## config.mk

```make
export PLATFORM = sky130hd
export DESIGN_NAME = clksrc_mode_ctrl
export DESIGN_NICKNAME = d
export VERILOG_FILES = /design/src/rtl/clksrc_pkg.sv /design/src/rtl/clksrc_sync.sv /design/src/rtl/clksrc_select.sv /design/src/rtl/clksrc_enables.sv /design/src/rtl/clksrc_busdiv.sv /design/src/rtl/clksrc_mode_ctrl.sv
export SDC_FILE = /design/constraint.sdc
export NUM_CORES = 1
export LEC_CHECK = 0
export BUFFER_PORTS_ARGS = -buffer_cell sky130_fd_sc_hd__buf_2
export CAP_MARGIN = 20
export CORE_ASPECT_RATIO = 1.5
export CORE_UTILIZATION = 30
export DETAILED_ROUTE_END_ITERATION = 6
export HOLD_SLACK_MARGIN = 0.1
export PLACE_DENSITY = 0.64
export SLEW_MARGIN = 20
export SYNTH_ARGS = -nofsm -noshare
export SYNTH_HDL_FRONTEND = slang
export SYNTH_SLANG_ARGS = --single-unit
```

## constraint.sdc

```tcl
create_clock -name clk -period 1.8 [get_ports clk]
set_input_delay 0.09 -clock clk [delete_from_list [all_inputs] [get_ports clk]]
set_output_delay 0.09 -clock clk [all_outputs]
set_load 0.02 [all_outputs]
```

## src/rtl/clksrc_pkg.sv

```systemverilog
package clksrc_pkg;
  localparam int SRC_W   = 2;
  localparam int NCODES  = 1 << SRC_W;
  localparam int DIV_W   = 2;
  localparam int CNT_W   = (1 << DIV_W) - 1;

  typedef enum logic [SRC_W-1:0] {
    SRC_LOOP = 2'b00,
    SRC_INT  = 2'b01,
    SRC_EXT  = 2'b10,
    SRC_RSVD = 2'b11
  } src_e;

  // mask of counter bits that must all be ones for a bus enable pulse
  function automatic logic [CNT_W-1:0] div_mask(input logic [DIV_W-1:0] code);
    logic [CNT_W-1:0] m;
    m = '0;
    for (int i = 0; i < CNT_W; i++) begin
      if (i < int'(code)) m[i] = 1'b1;
    end
    return m;
  endfunction

  function automatic logic src_valid(input src_e s);
    return s != SRC_RSVD;
  endfunction
endpackage

```

## src/rtl/clksrc_sync.sv

```systemverilog
module clksrc_sync #(
  parameter int WIDTH  = 3,
  parameter int STAGES = 2
) (
  input  logic             clk,
  input  logic             rst_n,
  input  logic [WIDTH-1:0] d,
  output logic [WIDTH-1:0] q
);
  logic [WIDTH-1:0] stage [STAGES];

  for (genvar i = 0; i < STAGES; i++) begin : g_stage
    if (i == 0) begin : g_first
      always_ff @(posedge clk or negedge rst_n) begin
        if (!rst_n) stage[0] <= '0;
        else        stage[0] <= d;
      end
    end else begin : g_next
      always_ff @(posedge clk or negedge rst_n) begin
        if (!rst_n) stage[i] <= '0;
        else        stage[i] <= stage[i-1];
      end
    end
  end

  assign q = stage[STAGES-1];
endmodule

```

## src/rtl/clksrc_select.sv

```systemverilog
module clksrc_select
  import clksrc_pkg::*;
(
  input  logic              clk,
  input  logic              rst_n,
  input  logic              stop,
  input  src_e              src_req,
  input  logic              ref_req,
  input  logic              lowpwr,
  input  logic              dbg_active,
  input  logic              loop_on,
  input  logic [NCODES-2:0] rdy_s,
  output src_e              src_stat,
  output logic              ref_stat,
  output logic              relock_pend,
  output logic              lp_bypass,
  output logic              src_commit,
  output logic              ref_commit
);
  logic [NCODES-1:0] avail;
  logic              ref_rdy;
  logic              lp_next;

  // availability per source code; the reserved code is never available
  always_comb begin
    avail           = '0;
    avail[SRC_LOOP] = rdy_s[SRC_LOOP] & loop_on & ~relock_pend;
    avail[SRC_INT]  = rdy_s[SRC_INT];
    avail[SRC_EXT]  = rdy_s[SRC_EXT];
  end

  assign ref_rdy    = ref_req ? rdy_s[SRC_EXT] : rdy_s[SRC_INT];
  assign src_commit = ~stop & src_valid(src_req) & (src_req != src_stat) & avail[src_req];
  assign ref_commit = ~stop & (ref_req != ref_stat) & ref_rdy;
  assign lp_next    = lowpwr & (src_stat == SRC_EXT) & ~dbg_active;

  always_ff @(posedge clk or negedge rst_n) begin
    if (!rst_n) begin
      src_stat    <= SRC_INT;
      ref_stat    <= 1'b0;
      relock_pend <= 1'b0;
      lp_bypass   <= 1'b0;
    end else begin
      if (src_commit) src_stat <= src_req;
      if (ref_commit) ref_stat <= ref_req;
      if (ref_commit)             relock_pend <= 1'b1;
      else if (!rdy_s[SRC_LOOP])  relock_pend <= 1'b0;
      lp_bypass <= lp_next;
    end
  end
endmodule

```

## src/rtl/clksrc_enables.sv

```systemverilog
module clksrc_enables (
  input  logic lp_bypass,
  input  logic stop,
  input  logic pll_sel,
  input  logic intref_en,
  input  logic intref_stop_en,
  input  logic extref_en,
  input  logic extref_stop_en,
  output logic fll_en,
  output logic pll_en,
  output logic intref_active,
  output logic extref_active,
  output logic loop_on
);
  logic loop_allowed;

  assign loop_allowed  = ~stop & ~lp_bypass;
  assign fll_en        = loop_allowed & ~pll_sel;
  assign pll_en        = loop_allowed &  pll_sel;
  assign loop_on       = loop_allowed;
  assign intref_active = intref_en & (~stop | intref_stop_en);
  assign extref_active = extref_en & (~stop | extref_stop_en);
endmodule

```

## src/rtl/clksrc_busdiv.sv

```systemverilog
module clksrc_busdiv
  import clksrc_pkg::*;
(
  input  logic             clk,
  input  logic             rst_n,
  input  logic             stop,
  input  logic [DIV_W-1:0] div_code,
  output logic             ce
);
  logic [CNT_W-1:0] cnt;
  logic [CNT_W-1:0] mask;

  always_ff @(posedge clk or negedge rst_n) begin
    if (!rst_n) cnt <= '0;
    else        cnt <= cnt + 1'b1;
  end

  assign mask = div_mask(div_code);
  assign ce   = ~stop & ((cnt & mask) == mask);
endmodule

```

## src/rtl/clksrc_mode_ctrl.sv

```systemverilog
module clksrc_mode_ctrl
  import clksrc_pkg::*;
#(
  parameter int SYNC_STAGES = 2
) (
  input  logic             clk,
  input  logic             rst_n,
  input  logic             ref_sel_req,
  input  logic [1:0]       src_sel_req,
  input  logic             pll_sel,
  input  logic             lowpwr,
  input  logic             stop_in,
  input  logic             dbg_active,
  input  logic             intref_en,
  input  logic             intref_stop_en,
  input  logic             extref_en,
  input  logic             extref_stop_en,
  input  logic             intref_ready,
  input  logic             extref_ready,
  input  logic             loop_ready,
  input  logic [1:0]       bus_div,
  output logic             fll_en,
  output logic             pll_en,
  output logic             intref_active,
  output logic             extref_active,
  output logic [1:0]       src_stat,
  output logic             ref_stat,
  output logic [1:0]       clk_mux_sel,
  output logic             lp_bypass,
  output logic             loop_relock,
  output logic             bus_ce
);
  logic [NCODES-2:0] rdy_raw;
  logic [NCODES-2:0] rdy_s;
  logic              loop_on;
  logic              src_commit;
  logic              ref_commit;
  src_e              src_state;

  always_comb begin
    rdy_raw           = '0;
    rdy_raw[SRC_LOOP] = loop_ready;
    rdy_raw[SRC_INT]  = intref_ready;
    rdy_raw[SRC_EXT]  = extref_ready;
  end

  clksrc_sync #(.WIDTH(NCODES-1), .STAGES(SYNC_STAGES)) u_sync (
    .clk   (clk),
    .rst_n (rst_n),
    .d     (rdy_raw),
    .q     (rdy_s)
  );

  clksrc_select u_select (
    .clk         (clk),
    .rst_n       (rst_n),
    .stop        (stop_in),
    .src_req     (src_e'(src_sel_req)),
    .ref_req     (ref_sel_req),
    .lowpwr      (lowpwr),
    .dbg_active  (dbg_active),
    .loop_on     (loop_on),
    .rdy_s       (rdy_s),
    .src_stat    (src_state),
    .ref_stat    (ref_stat),
    .relock_pend (loop_relock),
    .lp_bypass   (lp_bypass),
    .src_commit  (src_commit),
    .ref_commit  (ref_commit)
  );

  clksrc_enables u_enables (
    .lp_bypass      (lp_bypass),
    .stop           (stop_in),
    .pll_sel        (pll_sel),
    .intref_en      (intref_en),
    .intref_stop_en (intref_stop_en),
    .extref_en      (extref_en),
    .extref_stop_en (extref_stop_en),
    .fll_en         (fll_en),
    .pll_en         (pll_en),
    .intref_active  (intref_active),
    .extref_active  (extref_active),
    .loop_on        (loop_on)
  );

  clksrc_busdiv u_busdiv (
    .clk      (clk),
    .rst_n    (rst_n),
    .stop     (stop_in),
    .div_code (bus_div),
    .ce       (bus_ce)
  );

  assign src_stat    = src_state;
  assign clk_mux_sel = src_state;
endmodule

```

**After elaboration in Yosys (flattened, before gate mapping)**

Index checks and enable logic that the tools add are counted.
Widths: inputs -> output; s select.

- Bits in writable memories: 0
- Latch bits: 0
- Logic and storage cells: 49
- Memories kept: 0
- Bits of input ports: 18
- Output and inout port bits: 12
- Bits in read-only memories: 0
- Bits in registers: 14

- Divide/modulo/power cells: 0
- Multiplexer cells: 8
- Reduce and logical (&&, ||, !) cells: 0
- Equal/unequal tests: 6
- Shift-type cells: 0
- Bitwise gates (word level): 23
- Add/subtract/negate cells: 1
- $lt $le $gt $ge: 4
- Multipliers: 0

Operator list:

| kind | number |
|---|---|
| $and 1x1->1 | 15 |
| $mux 1 | 7 |
| $not 1->1 | 5 |
| $lt 1x2->1 const A | 2 |
| $ne 2x2->1 const B | 2 |
| $add 3x1->3 const B | 1 |
| $and 3x3->3 | 1 |
| $eq 3x3->1 | 1 |
| $lt 2x3->1 const B | 1 |
| $bmux 1 s2 | 1 |
| $eq 2x2->1 const B | 1 |
| $lt 2x2->1 const A | 1 |
| $ne 2x2->1 | 1 |
| $or 1x1->1 | 2 |
| $ne 1x1->1 | 1 |

**Logic depth before layout (Yosys ltp)**

- Depth in word-level cells: 7
- Mapped depth: 4
- Mapped depth without buffers: 3

**Cells and area by module**

From an unflattened synthesis, not the netlist that was laid out.

- Cell total of the unflattened synthesis: 65
- Area, all modules: 675.6 µm²

By module, submodules not included:

| module | area an instance (µm²) | times used | cells each | seq. area each (µm²) |
|---|---|---|---|---|
| clksrc_select | 320.3 | 1 | 37 | 126.4 |
| clksrc_sync | 172.7 | 1 | 9 | 150.1 |
| clksrc_busdiv | 127.6 | 1 | 10 | 75.1 |
| clksrc_enables | 40.0 | 1 | 7 | 0.0 |
| clksrc_mode_ctrl | 15.0 | 1 | 2 | 0.0 |

**Worst setup path before layout**

Ideal clock, no wire load.

- Kind: register -> register
- From: register u_select.lp_bypass
- To: register u_select.src_stat[1]
- Arrival time: 1.274 ns
- Setup time: 0.125 ns
- Cell stages (with the launch flop): 4
- Path buffers: 0
- Clock period less this slack: 1.399 ns
- Required time: 1.675 ns
- Path slack: 0.401 ns
- Cells stage by stage: dfrtp_1 or4b_4 a211oi_2 o21ai_1

- Word-level cells in the longest chain between the ends: 7

Ends and longest elaborated chain:

| what | line | source |
|---|---|---|
| start: declaration | clksrc_select.sv:16 | `output logic lp_bypass,` |
| start signal: assignment | clksrc_select.sv:48 | `lp_bypass <= lp_next;` |
| $not 1->1 | clksrc_enables.sv:17 | `assign loop_allowed = ~stop & ~lp_bypass;` |
| $and 1x1->1 | clksrc_enables.sv:17 |  |
| $and 1x1->1 (2 in a row) | clksrc_select.sv:27 | `avail[SRC_LOOP] = rdy_s[SRC_LOOP] & loop_on & ~relock_pend;` |
| $bmux 1 s2 | clksrc_select.sv:33 | `assign src_commit = ~stop & src_valid(src_req) & (src_req != src_stat) & avail[src_req];` |
| $mux 1 (implied by the code) | clksrc_select.sv:33 |  |
| $and 1x1->1 | clksrc_select.sv:33 |  |
| end signal: assignment | clksrc_select.sv:44 | `if (src_commit) src_stat <= src_req;` |
| end: declaration | clksrc_select.sv:13 | `output src_e src_stat,` |

Every way passes these cells. The select of a mux whose other input is x is not followed.
A chain may end at the register's enable or synchronous reset.

**Worst setup path in the final report**

- From: register u_select.src_stat[1]
- To: register u_select.lp_bypass

- Word-level cells in the longest chain between the ends: 3

Ends and longest elaborated chain:

| what | line | source |
|---|---|---|
| $eq 2x2->1 | clksrc_select.sv:35 | `assign lp_next = lowpwr & (src_stat == SRC_EXT) & ~dbg_active;` |
| $and 1x1->1 (2 in a row) | clksrc_select.sv:35 |  |
| named net u_select.lp_next | clksrc_select.sv:22 | `logic lp_next;` |

The timed path passes the listed nets, and every way through them passes these cells.

==> key figures <==
GRT
  • First-pass GRT wire length: 1960 µm
  • Largest net degree at the start of global routing: 15
  • Initial antenna violation count: 0
  • Gr usage total: 0.127
  • Total gr overflow: 0
  • Number of global-route vias before repair: 519

Setup path
  • WP data required: 2020 ps
  • Crit path max-delay cell type: dlygate4sd3_1
  • CP top delay family: buffers and inverters
  • Reg-to-Reg End: u_select.lp_bypass
  • Crit end category: flip-flop
  • Reg2reg setup slack: 410 ps
  • FF-to-FF path depth: 3
  • Levels on crit path: 3
  • Crit. Startpoint: u_select.src_stat[1]
  • Worst path max stage delay: 610 ps
  • Critical Path Sink: u_select.lp_bypass
  • Arr. time, crit path: 1610 ps
  • Crit-path max FO: 4
  • Crit start category: flip-flop
  • Critical Setup Path Class: flip-flop to flip-flop
  • Buf/Inv on CP: 2
  • Worst flop-to-flop path startpoint: u_select.src_stat[1]
  • Worst-path cell chain: inv_1 > nor4b_1 > dlygate4sd3_1

Detailed routing
  • Antenna viol nets, final: 0
  • Remaining DRCs: 0
  • Detailed-route via count: 522
  • DR iter-0 viols: 3
  • Routed WL per cell: 10.8 µm
  • Routed WL: 1210 µm
  • Via density: 4.66
  • Drt pass-1 iters: 2

Final layout
  • N_diodes: 0
  • Non-filler cells, final: 112
  • Area of the multi-input gates: 208 µm²
  • Fillcell total: 188
  • Layout cell share with drive strength beyond 1: 0.396
  • P&R area growth vs syn: 43.0%
  • Reg area: 352 µm²
  • Final core occ: 0.463
  • Fin nets: 111

Clock tree
  • CTS clock-pin slew for the worst setup and hold paths: 80 ps
  • CTS tree: done
  • Clock H-tree levels: 1
  • Clk root buf: clkbuf_4
  • Clk_lat worst skew: 280 ps
  • Num CTS Buffers: 3
  • CTS Buffer Depth: 2
  • Sink Count: 14

STA
  • Min cycle time layout: 1390 ps
  • Clock skew: 1.25 ps
  • Final Setup Violations: 0
  • Max Clock Freq: 0.717 GHz
  • RSZ-0062 raised after global routing: no
  • Final Hold Fails: 0
  • Final worst-path cycle share: 0.775
  • Worst Setup Slack, final: 405 ps
  • Final slew viol count: 0
  • Setup tns final: 0 ps
  • Worst relative slew slack: 0.796
  • Worst-Margin Slew: 305 ps

Yosys
  • Ys async rst share: 1.00
  • Yosys warns: 0
  • Main synth FF type: dfrtp_1
  • EDFF count, synth: 0
  • Cells after Synth: 53
  • Mean post-synth cell area: 11.5 µm²
  • Syn nets: 72
  • Post-synth cell types: 26
  • Seq/Total Area, Yosys: 0.578
  • FF+latch count, synth: 14
  • Mapped Area: 608 µm²

Die
  • Row count: 19
  • IO Count: 30
  • Die Height: 57.1 µm
  • Die Wd: 38.8 µm
  • Initial Util: 0.324
  • Die area: 2210 µm²
  • Core Area: 1880 µm²

Placement
  • GPL Wtd Cong: 0.658
  • Dpl ws: 429 ps
  • PortBufs: 29
  • Placed Cells: 100

Pwr
  • Leakage power: 0.455 nW
  • PnR Total Power: 0.000740 W
  • Worst ir drop on vdd: 391 µV
  • Power Density: 851 nW/µm²

Flow run
  • Max Cap Viol: 0

Worst hold path
  • Hold Crit Class: input port to flip-flop

Outcome
  • Status: finished, final reports clean
[kinds of logic after synthesis]
family | synth area share
adder cells (fa/ha/maj) | 0.0206
XOR/XNOR | 0.0144
AO/OA/AOI/OAI | 0.154
buffers and inverters | 0.0802
AND/OR/NAND/NOR | 0.152
flip-flops | 0.578
[cells in the final DEF, fill, tap and decap left out, types with 2 or more instances in the layout]
cell	Yosys	routed
buf_2	0	29
dfrtp_1	13	13
dlygate4sd3_1	0	8
inv_1	6	6
o21ai_0	3	3
nor2_1	3	3
clkbuf_4	0	3
a211oi_1	2	2
o21a_1	2	2
nor3b_1	2	2
nand2b_1	2	2
a21oi_1	2	2
[per-layer routing]
layer | GRT usage | up-vias | routed length (µm)
met1 | 0.136 | 246 | 455
met4 | 0.0887 | 0 | 28
met2 | 0.205 | 17 | 671
met3 | 0.0350 | 3 | 51
li1 | - | 256 | -
met5 | 0 | - | 0
[state kept, by name, indices dropped and copies added, names as in the netlist]
register / cells
u_select.lp_bypass: 1
u_busdiv.cnt: 3
u_sync.stage: 3
u_select.src_stat: 2
u_sync.q: 3
u_select.relock_pend: 1
u_select.ref_stat: 1
[what timing repair did]
item,4_1_cts,5_1_grt
hold endpoints to repair,21,0
setup buffers,0,0
hold buffers,8,0
resized for setup,0,0
[worst reg2reg max path, stage by stage, from the launching register on]
cell and delay [ps]:
dfrtp_1 380, inv_1 70, nor4b_1 270, dlygate4sd3_1 610
[worst min-delay path by stage]
stage	from	end	slack, ps	cells after the start
4_1_cts	src_sel_req[0]	u_select.src_stat[0]	190	4
3_5_place_dp	rst_n	u_select.ref_stat	-3	1
6_report	src_sel_req[0]	u_select.src_stat[1]	190	4
5_1_grt	stop_in	u_select.src_stat[1]	210	3
3_3_place_gp	rst_n	u_sync.stage[3]	-5	1
2_1_floorplan	rst_n	u_busdiv.cnt[0]	-210	0
[Yosys cell counts, types with 2 or more instances]
master / count / share of area
nand2b_1: 2 / 0.021
nor3b_1: 2 / 0.025
a21oi_1: 2 / 0.016
inv_1: 6 / 0.037
nor2_1: 3 / 0.019
o21ai_0: 3 / 0.025
a211oi_1: 2 / 0.025
o21a_1: 2 / 0.025
buf_4: 2 / 0.025
dfrtp_1: 13 / 0.53
[cell type report]
cell class	instances	share of cell area
multi-input cells	30	0.239
clock buffers	4	0.0417
repair buffers	37	0.259
inverters	6	0.0259
well taps	21	0.0302
flip-flops and latches	14	0.404
[per-stage QoR]
step,hold slack [ps],area [µm²]
3_3_place_gp,-5.34,753
2_1_floorplan,-206,608
6_report,193,870
3_5_place_dp,-2.58,753
5_1_grt,214,870
4_1_cts,188,870
[where the power goes]
group | leakage, nW | switching [W] | internal [W]
sequential | 0.168 | 0.0000193 | 0.000340
combinational | 0.266 | 0.0000858 | 0.0000697
clock | 0.0210 | 0.000102 | 0.000123
(Power assumes the default switching activity.)
